## config.mk

```make
export PLATFORM = sky130hd
export DESIGN_NAME = pfc_supervisor
export DESIGN_NICKNAME = d
export VERILOG_FILES = /design/src/rtl/pfc_sup_pkg.sv /design/src/rtl/pfc_qual_timer.sv /design/src/rtl/pfc_hyst_flag.sv /design/src/rtl/pfc_mode_fsm.sv /design/src/rtl/pfc_supervisor.sv
export SDC_FILE = /design/constraint.sdc
export NUM_CORES = 1
export LEC_CHECK = 0
export CORE_ASPECT_RATIO = 2
export CORE_MARGIN = 2
export CORE_UTILIZATION = 55
export CTS_BUF_LIST = sky130_fd_sc_hd__clkbuf_16
export CTS_CLUSTER_SIZE = 20
export DETAILED_ROUTE_END_ITERATION = 7
export DONT_BUFFER_PORTS = 1
export PLACE_DENSITY = 0.7
export SYNTH_ARGS = -nofsm -noshare
export SYNTH_HDL_FRONTEND = slang
export SYNTH_HIERARCHICAL = 1
export SYNTH_SLANG_ARGS = --single-unit
```

## constraint.sdc

```tcl
create_clock -name clk -period 4.8 [get_ports clk]
set_input_delay 0.72 -clock clk [delete_from_list [all_inputs] [get_ports clk]]
set_output_delay 0.72 -clock clk [all_outputs]
set_load 0.03 [all_outputs]
```

## src/rtl/pfc_sup_pkg.sv

```systemverilog
// Shared encodings for the PFC supervisor.
// Assumes: consumers compare outputs against these fixed code values.
package pfc_sup_pkg;

    typedef enum logic [1:0] {
        MODE_START = 2'd0,
        MODE_NORM  = 2'd1,
        MODE_BURST = 2'd2
    } mode_e;

    typedef enum logic [2:0] {
        ST_RUN    = 3'd0,
        ST_STBY   = 3'd1,
        ST_HOT    = 3'd2,
        ST_HICCUP = 3'd3,
        ST_BROWN  = 3'd4,
        ST_OVP    = 3'd5
    } stat_e;

endpackage

```

## src/rtl/pfc_qual_timer.sv

```systemverilog
// Qualification timer: raises done in the cycle that the LIMIT-th
// consecutive tick is seen while cond holds.
// Assumes: LIMIT >= 2; any cycle with cond low clears the count.
module pfc_qual_timer #(
    parameter int LIMIT = 56
) (
    input  logic clk,
    input  logic rst_n,
    input  logic tick,
    input  logic cond,
    output logic done
);
    localparam int CW = $clog2(LIMIT + 1);

    logic [CW-1:0] cnt_q;

    // Expiry is seen combinationally so the owner can act on the same edge.
    assign done = cond && tick && (cnt_q == CW'(LIMIT - 1));

    // Count ticks while the condition holds; clear on any break.
    always_ff @(posedge clk) begin
        if (!rst_n) begin
            cnt_q <= '0;
        end else if (!cond) begin
            cnt_q <= '0;
        end else if (tick) begin
            if (done) cnt_q <= '0;
            else      cnt_q <= cnt_q + 1'b1;
        end
    end
endmodule

```

## src/rtl/pfc_hyst_flag.sv

```systemverilog
// Set/clear flag with set priority, used for every latched fault state.
// Assumes: set and clear are not asserted together in normal use.
module pfc_hyst_flag (
    input  logic clk,
    input  logic rst_n,
    input  logic set_i,
    input  logic clr_i,
    output logic flag_o
);
    // Hold the flag between its set and clear events.
    always_ff @(posedge clk) begin
        if (!rst_n)     flag_o <= 1'b0;
        else if (set_i) flag_o <= 1'b1;
        else if (clr_i) flag_o <= 1'b0;
    end
endmodule

```

## src/rtl/pfc_mode_fsm.sv

```systemverilog
// Operating-mode machine (start-up / normal / burst) plus burst interval phase.
// Assumes: line_sync is a one-cycle pulse per line cycle; force_start is a
// one-cycle pulse when a hiccup begins.
module pfc_mode_fsm
    import pfc_sup_pkg::*;
#(
    parameter int RW  = 10,
    parameter int NOM = 512
) (
    input  logic          clk,
    input  logic          rst_n,
    input  logic [RW-1:0] vout_ratio,
    input  logic          light_load,
    input  logic          line_sync,
    input  logic          force_start,
    output mode_e         mode_q,
    output logic          burst_off_q
);
    localparam logic [RW-1:0] UV_TRIP = RW'(NOM * 85 / 100);
    localparam logic [RW-1:0] UV_CLR  = RW'(NOM * 95 / 100);

    mode_e mode_d;

    // Next-mode decision; a low output always wins over load-driven moves.
    always_comb begin
        mode_d = mode_q;
        if (vout_ratio < UV_TRIP || force_start) begin
            mode_d = MODE_START;
        end else begin
            unique case (mode_q)
                MODE_START: if (vout_ratio >= UV_CLR) mode_d = MODE_NORM;
                MODE_NORM:  if (light_load)           mode_d = MODE_BURST;
                MODE_BURST: if (!light_load)          mode_d = MODE_NORM;
                default:                              mode_d = MODE_START;
            endcase
        end
    end

    // Mode register.
    always_ff @(posedge clk) begin
        if (!rst_n) mode_q <= MODE_START;
        else        mode_q <= mode_d;
    end

    // Burst phase: toggles at each line-cycle boundary, cleared outside burst.
    always_ff @(posedge clk) begin
        if (!rst_n)                                   burst_off_q <= 1'b0;
        else if (mode_q != MODE_BURST)                burst_off_q <= 1'b0;
        else if (line_sync)                           burst_off_q <= !burst_off_q;
    end
endmodule

```

## src/rtl/pfc_supervisor.sv

```systemverilog
// PFC fault and mode supervisor top. Combines overvoltage hysteresis,
// brownout entry/exit timers, overpower hiccup and external standby /
// over-temperature into a gate enable, a mode and a status code.
// Assumes: all inputs are synchronous to clk; ms_tick is a 1-cycle pulse.
module pfc_supervisor
    import pfc_sup_pkg::*;
#(
    parameter int RW          = 10,
    parameter int NOM         = 512,
    parameter int BO_ENTER_MS = 56,
    parameter int BO_EXIT_MS  = 56,
    parameter int OP_QUAL_MS  = 112,
    parameter int HICCUP_MS   = 3000
) (
    input  logic          clk,
    input  logic          rst_n,
    input  logic          ms_tick,
    input  logic [RW-1:0] vout_ratio,
    input  logic [RW-1:0] vline_ratio,
    input  logic          overpower,
    input  logic          overtemp,
    input  logic          stby_n,
    input  logic          light_load,
    input  logic          line_sync,
    output logic          gate_en,
    output logic [1:0]    mode,
    output logic [2:0]    status
);
    localparam logic [RW-1:0] OV_TRIP = RW'(NOM * 107 / 100);
    localparam logic [RW-1:0] OV_CLR  = RW'(NOM * 103 / 100);
    localparam logic [RW-1:0] BO_LO   = RW'(NOM * 49 / 100);
    localparam logic [RW-1:0] BO_HI   = RW'(NOM * 564 / 1000);

    mode_e mode_q;
    logic  burst_off_q;
    logic  ov_q, bo_q, hic_q;
    logic  bo_in_done, bo_out_done, op_done, hic_done;
    stat_e stat_c;

    // Overvoltage latch with asymmetric set/clear levels.
    pfc_hyst_flag u_ov (
        .clk(clk), .rst_n(rst_n),
        .set_i(vout_ratio > OV_TRIP), .clr_i(vout_ratio <= OV_CLR),
        .flag_o(ov_q)
    );

    // Brownout entry qualification.
    pfc_qual_timer #(.LIMIT(BO_ENTER_MS)) u_bo_in (
        .clk(clk), .rst_n(rst_n), .tick(ms_tick),
        .cond(!bo_q && vline_ratio <= BO_LO), .done(bo_in_done)
    );

    // Brownout exit qualification.
    pfc_qual_timer #(.LIMIT(BO_EXIT_MS)) u_bo_out (
        .clk(clk), .rst_n(rst_n), .tick(ms_tick),
        .cond(bo_q && vline_ratio > BO_HI), .done(bo_out_done)
    );

    // Brownout state.
    pfc_hyst_flag u_bo (
        .clk(clk), .rst_n(rst_n),
        .set_i(bo_in_done), .clr_i(bo_out_done), .flag_o(bo_q)
    );

    // Overpower persistence, counted only in start-up and outside hiccup.
    pfc_qual_timer #(.LIMIT(OP_QUAL_MS)) u_op (
        .clk(clk), .rst_n(rst_n), .tick(ms_tick),
        .cond(overpower && mode_q == MODE_START && !hic_q), .done(op_done)
    );

    // Hiccup off-time length.
    pfc_qual_timer #(.LIMIT(HICCUP_MS)) u_hic_len (
        .clk(clk), .rst_n(rst_n), .tick(ms_tick),
        .cond(hic_q), .done(hic_done)
    );

    // Hiccup state.
    pfc_hyst_flag u_hic (
        .clk(clk), .rst_n(rst_n),
        .set_i(op_done), .clr_i(hic_done), .flag_o(hic_q)
    );

    pfc_mode_fsm #(.RW(RW), .NOM(NOM)) u_mode (
        .clk(clk), .rst_n(rst_n), .vout_ratio(vout_ratio),
        .light_load(light_load), .line_sync(line_sync),
        .force_start(op_done), .mode_q(mode_q), .burst_off_q(burst_off_q)
    );

    // Priority resolution of gate-off causes.
    always_comb begin
        if (!stby_n)       stat_c = ST_STBY;
        else if (overtemp) stat_c = ST_HOT;
        else if (hic_q)    stat_c = ST_HICCUP;
        else if (bo_q)     stat_c = ST_BROWN;
        else if (ov_q)     stat_c = ST_OVP;
        else               stat_c = ST_RUN;
    end

    assign status  = stat_c;
    assign mode    = mode_q;
    assign gate_en = (stat_c == ST_RUN) && !(mode_q == MODE_BURST && burst_off_q);
endmodule

```

Word-level counts from Yosys, hierarchy flattened
Cells that the tools add are included.
- add/subtract/negate cells: 4
- magnitude comparators: 6
- equal/unequal tests: 10
- multiplexer cells: 19
- bitwise operators: 1
- reduce and logical (&&, ||, !) cells: 31
- operator list (operator ; count):
    2-to-1 mux 3 bit ; 5
    logical AND 1 bit ; 14
    adder 12 x 1 -> 12 bit (second input constant) ; 1
    adder 6 x 1 -> 6 bit (second input constant) ; 2
    equality test 12 bit (second input constant) ; 1
    equality test 6 bit (second input constant) ; 2
    2-to-1 mux 12 bit ; 1
    2-to-1 mux 6 bit ; 2
    >= comparator 10 x 9 -> 1 bit (second input constant) ; 1
    > comparator 10 bit (second input constant) ; 1
    > comparator 10 x 9 -> 1 bit (second input constant) ; 1
    less-or-equal comparator 10 bit (second input constant) ; 1
    less-or-equal comparator 10 x 8 -> 1 bit (second input constant) ; 1
    < comparator 10 x 9 -> 1 bit (second input constant) ; 1
    AND reduction 2 bit ; 4
    adder 7 x 1 -> 7 bit (second input constant) ; 1
    equality test 7 bit (second input constant) ; 1
    2-to-1 mux 7 bit ; 1
    2-to-1 mux 1 bit ; 6
    2-to-1 mux 2 bit ; 3
    != test 2 bit (second input constant) ; 3
    case mux 2 bit (3 select lines) ; 1
    nonzero test 2 bit ; 3
    zero test 1 bit ; 4
    9 further kinds ; 10
- bits in registers: 37
- input port bits: 28
- output and inout bits: 6
- logic and storage cells: 80

Longest topological paths before layout
- depth after elaboration: 7
- mapped depth: 7
- gate-level depth less buffers: 7

By module
Netlist, hierarchy kept.
- by module, submodules not included (module ; times used ; cells each ; area each (um^2) ; seq. area each (um^2)):
    pfc_qual_timer (u_hic_len) ; 1 ; 66 ; 615.6 ; 240.2
    pfc_qual_timer (u_bo_in ...) ; 2 ; 31 ; 269.0 ; 120.1
    pfc_qual_timer (u_op) ; 1 ; 34 ; 312.8 ; 140.1
    pfc_mode_fsm ; 1 ; 22 ; 188.9 ; 60.1
    pfc_supervisor ; 1 ; 24 ; 151.4 ; 0.0
    pfc_hyst_flag ; 3 ; 3 ; 41.3 ; 20.0

Worst setup path after synthesis
No wires, ideal clock.
- path type: input -> output
- start: in stby_n
- end: out status[2]
- data arrival time: 1.458 ns
- slack: 2.622 ns
- stages on the path: 2
- buffers on the path: 0
- cells stage by stage: o21ai_0 nor3_1
- word-level cells in the longest chain between the ends: 1
- ends and longest elaborated chain (element ; RTL line ; RTL):
    from (decl) ; pfc_supervisor.sv:22 ; input logic stby_n,
    2-to-1 mux 3 bit ; pfc_supervisor.sv:91 ; if (!stby_n) stat_c = ST_STBY;
    to (decl) ; pfc_supervisor.sv:27 ; output logic [2:0] status
Every way passes these cells.

Worst setup path in the final report
- start: reg u_mode.mode_q[0]
- end: out gate_en
- word-level cells in the longest chain between the ends: 4
- ends and longest elaborated chain (element ; RTL line ; RTL):
    from (decl) ; pfc_mode_fsm.sv:16 ; output mode_e mode_q,
    from (signal assigned) ; pfc_mode_fsm.sv:42 ; else mode_q <= mode_d;
    equality test 2 bit ; pfc_supervisor.sv:101 ; assign gate_en = (stat_c == ST_RUN) && !(mode_q == MODE_BURST && burst_off_q);
    logical AND 1 bit ; pfc_supervisor.sv:101 ;
    zero test 1 bit ; pfc_supervisor.sv:101 ;
    logical AND 1 bit ; pfc_supervisor.sv:101 ;
    to (decl) ; pfc_supervisor.sv:25 ; output logic gate_en,
Every way passes these cells.

==> results.sh <==
export IMPL_cts_sinks=37
export IMPL_cts_made_buffers=5
export IMPL_synth_avg_cell_area_um2=8.90
export IMPL_drv_slew=0
export IMPL_total_power_w=0.000771
export IMPL_fin_ws_ps=2450
export IMPL_routabilityCongestion=0.799
export IMPL_p_per_area_mw_per_mm2=359
export IMPL_globalRouteOverflowTotal=0
export IMPL_die_area_mm2=0.00403
export IMPL_synth_seq_cells=37
export IMPL_hold_buffers=0
export IMPL_setup_viol=0
export IMPL_p_leak_nw=0.701
export IMPL_route_antenna_remaining_nets=0
export IMPL_fin_hold_ws_ps=498
export IMPL_n_fill_cell=297
export IMPL_antenna_found_initial=0
export IMPL_crit_family="flip-flops"
export IMPL_cts_tree="yes"
export IMPL_synthArstFlopShare=0
export IMPL_clk_latency_ps=280
export IMPL_rsz0062_at_grt="no"
export IMPL_wl_met3_um=147
export IMPL_slowest_delay_ps=680
export IMPL_htree_levels=2
export IMPL_slew_headroom=0.204
export IMPL_synth_edf_count=0
export IMPL_wl_met2_um=2180
export IMPL_required_ps=4080
export IMPL_synth_nets=249
export IMPL_peakVddDrop_v=0.000289
export IMPL_grt_pass1_wl_um=6890
export IMPL_drtPass1Iterations=4
export IMPL_wl_per_cell_um=15.7
export IMPL_outcome="completed"
export IMPL_syn2layout_area_growth_pct=11.3
export IMPL_syn_inst=217
export IMPL_grt_usage=0.226
export IMPL_postCtsSetupBuffers=0
export IMPL_io_buffers=0
export IMPL_synth_ff_type="dfxtp_1"
export IMPL_path_cells="nand3b_1 > and3_1 > o211a_1"
export IMPL_grt_max_degree=25
export IMPL_drc_errors=0
export IMPL_io_pins=34
export IMPL_synth_top_area_share=0.384
export IMPL_seq_area_frac_synth=0.384
export IMPL_hp_class="reg2reg"
export IMPL_regArea_um2=741
export IMPL_avgViaCountPerCell=6.50
export IMPL_dp_hpwl_um=2960
export IMPL_cp_max_fo=9
export IMPL_cpMaxStageDelayCell="dfxtp_1"
export IMPL_yosys_warnings=6
export IMPL_cp_end_kind="output pin"
export IMPL_finalSetupTns_ps=0
export IMPL_dpl_worst_slack_ps=2520
export IMPL_top_layer_used="met4"
export IMPL_synthTopCellsByArea="dfxtp_1 (38%), xor2_1 (4.5%), a21oi_1 (3.9%)"
export IMPL_wl_met1_um=1610
export IMPL_drt_iter0_markers=42
export IMPL_place_inst=247
export IMPL_finClkSkew_ps=6.70
export IMPL_cp_arrival_ps=1630
export IMPL_startpoint_type="flip-flop"
export IMPL_synth_top_area_cell="dfxtp_1"
export IMPL_drive_above_1_share=0.0987
export IMPL_cts_clk_slew_worst_paths_ps=60
export IMPL_critPathBufInv=0
export IMPL_die_w_um=45.9
export IMPL_tightestPinTransition_ps=1180
export IMPL_hold_viol=0
export IMPL_ctsResizeCount=0
export IMPL_grt_pass1_vias=1656
export IMPL_diodes=0
export IMPL_clockBufferDepth=2
export IMPL_synth_area_mm2=0.00193
export IMPL_clockRootBuffer="clkbuf_16"
export IMPL_initial_core_util=0.571
export IMPL_nNetsFinal=254
export IMPL_vias=1658
export IMPL_finalCritPeriodShare=0.490
export IMPL_yosysUniqueCellTypes=48
export IMPL_fin_crit_ps=2350
export IMPL_crit_type="reg2out"
export IMPL_drv_cap=0
export IMPL_die_h_um=87.8
export IMPL_multi_input_area_mm2=0.00115
export IMPL_wirelength_um=4010
export IMPL_rows=30
export IMPL_fmax_ghz=0.425
export IMPL_instances_no_fill=255
export IMPL_core_mm2=0.00338
-- power breakdown --
part	switching [W]	internal [W]
Sequential	0.00000505	0.000309
Combinational	0.0000130	0.0000125
Clock	0.000132	0.000299
Total	0.000150	0.000621
-- layout by cell type, fill, tap and decap left out, types with 2 or more instances in the layout --
cell | netlist | routed
nand3_1 | 5 | 5
inv_1 | 6 | 6
or3b_1 | 2 | 2
mux2i_1 | 3 | 3
a211o_1 | 3 | 3
nor3_1 | 9 | 9
a21oi_1 | 15 | 15
xor2_1 | 10 | 10
ha_1 | 4 | 4
nor2b_4 | 3 | 3
or4_1 | 3 | 3
o31ai_1 | 5 | 5
or3_1 | 8 | 8
and3_1 | 3 | 3
o21bai_1 | 2 | 2
o21ai_0 | 13 | 13
nand4_2 | 2 | 2
dfxtp_1 | 37 | 37
clkbuf_16 | 0 | 5
o21a_1 | 4 | 4
xnor2_1 | 4 | 4
bufinv_16 | 0 | 2
nand3b_1 | 4 | 4
nand2_1 | 19 | 19
nand4_1 | 7 | 7
nand2b_1 | 3 | 3
nor2_1 | 20 | 20
-- sequential cells by signal (all words and copies together) (netlist names) --
signal / count
u_bo/flag_o: 1
u_op/cnt_q: 7
u_hic/flag_o: 1
u_mode/burst_off_q: 1
u_bo_in/cnt_q: 6
u_ov/flag_o: 1
u_mode/mode_q: 2
u_hic_len/cnt_q: 12
u_bo_out/cnt_q: 6
-- final timing paths --
check,start,end,slack [ps],depth (start not counted)
worst max-delay path,u_mode/mode_q[0],gate_en,2450,3
worst min-delay path,u_hic_len/cnt_q[11],u_hic_len/cnt_q[11],500,2
worst max register to register,u_hic_len/cnt_q[0],u_hic_len/cnt_q[0],2520,4
worst min register to register,u_hic_len/cnt_q[11],u_hic_len/cnt_q[11],500,2
-- final cells by class --
class | count | share of cell area
clock buffer | 5 | 0.0582
clock inverter | 3 | 0.0320
inverter | 6 | 0.0105
multi-input combinational | 172 | 0.536
sequential | 37 | 0.345
tap | 32 | 0.0186
-- metal layers --
metal  track usage  up-vias
met5             0        -
met4        0.0831        0
met3        0.0433        7
met2         0.418       45
met1         0.237      790
li1              -      816
-- through the flow --
step	area, µm²	utilization
after floorplan	1930	-
after global placement	1950	0.579
after detailed placement	1950	0.579
after CTS	2150	0.636
after global routing	2150	0.636
final	2150	0.636
-- synthesized netlist by cell type, types with 2 or more instances --
cell type,instances
o21a_1,4
nor2_1,20
ha_1,4
nand3b_1,4
inv_1,6
a21oi_1,15
o21bai_1,2
nand2_1,19
nor2b_4,3
nand4_1,7
nand3_1,5
o31ai_1,5
or4_1,3
nand4_2,2
nor3_1,9
or3b_1,2
nand2b_1,3
or3_1,8
xnor2_1,4
o21ai_0,13
a211o_1,3
and3_1,3
dfxtp_1,37
mux2i_1,3
xor2_1,10
-- logic make-up after synthesis --
family	after synthesis	synth area share
flops	37	0.384
compound gates	55	0.192
buf+inv	8	0.0201
xor+xnor	14	0.0635
mux	3	0.0156
simple gates	96	0.299
fa+ha+maj	4	0.0259
-- worst reg2reg max path: stages (launching register included) --
cell     delay, ps
dfxtp_1        410
ha_1           270
nand3_2        150
o41ai_2       1090
o22ai_1        200
Power figures use the tool's default switching activity.
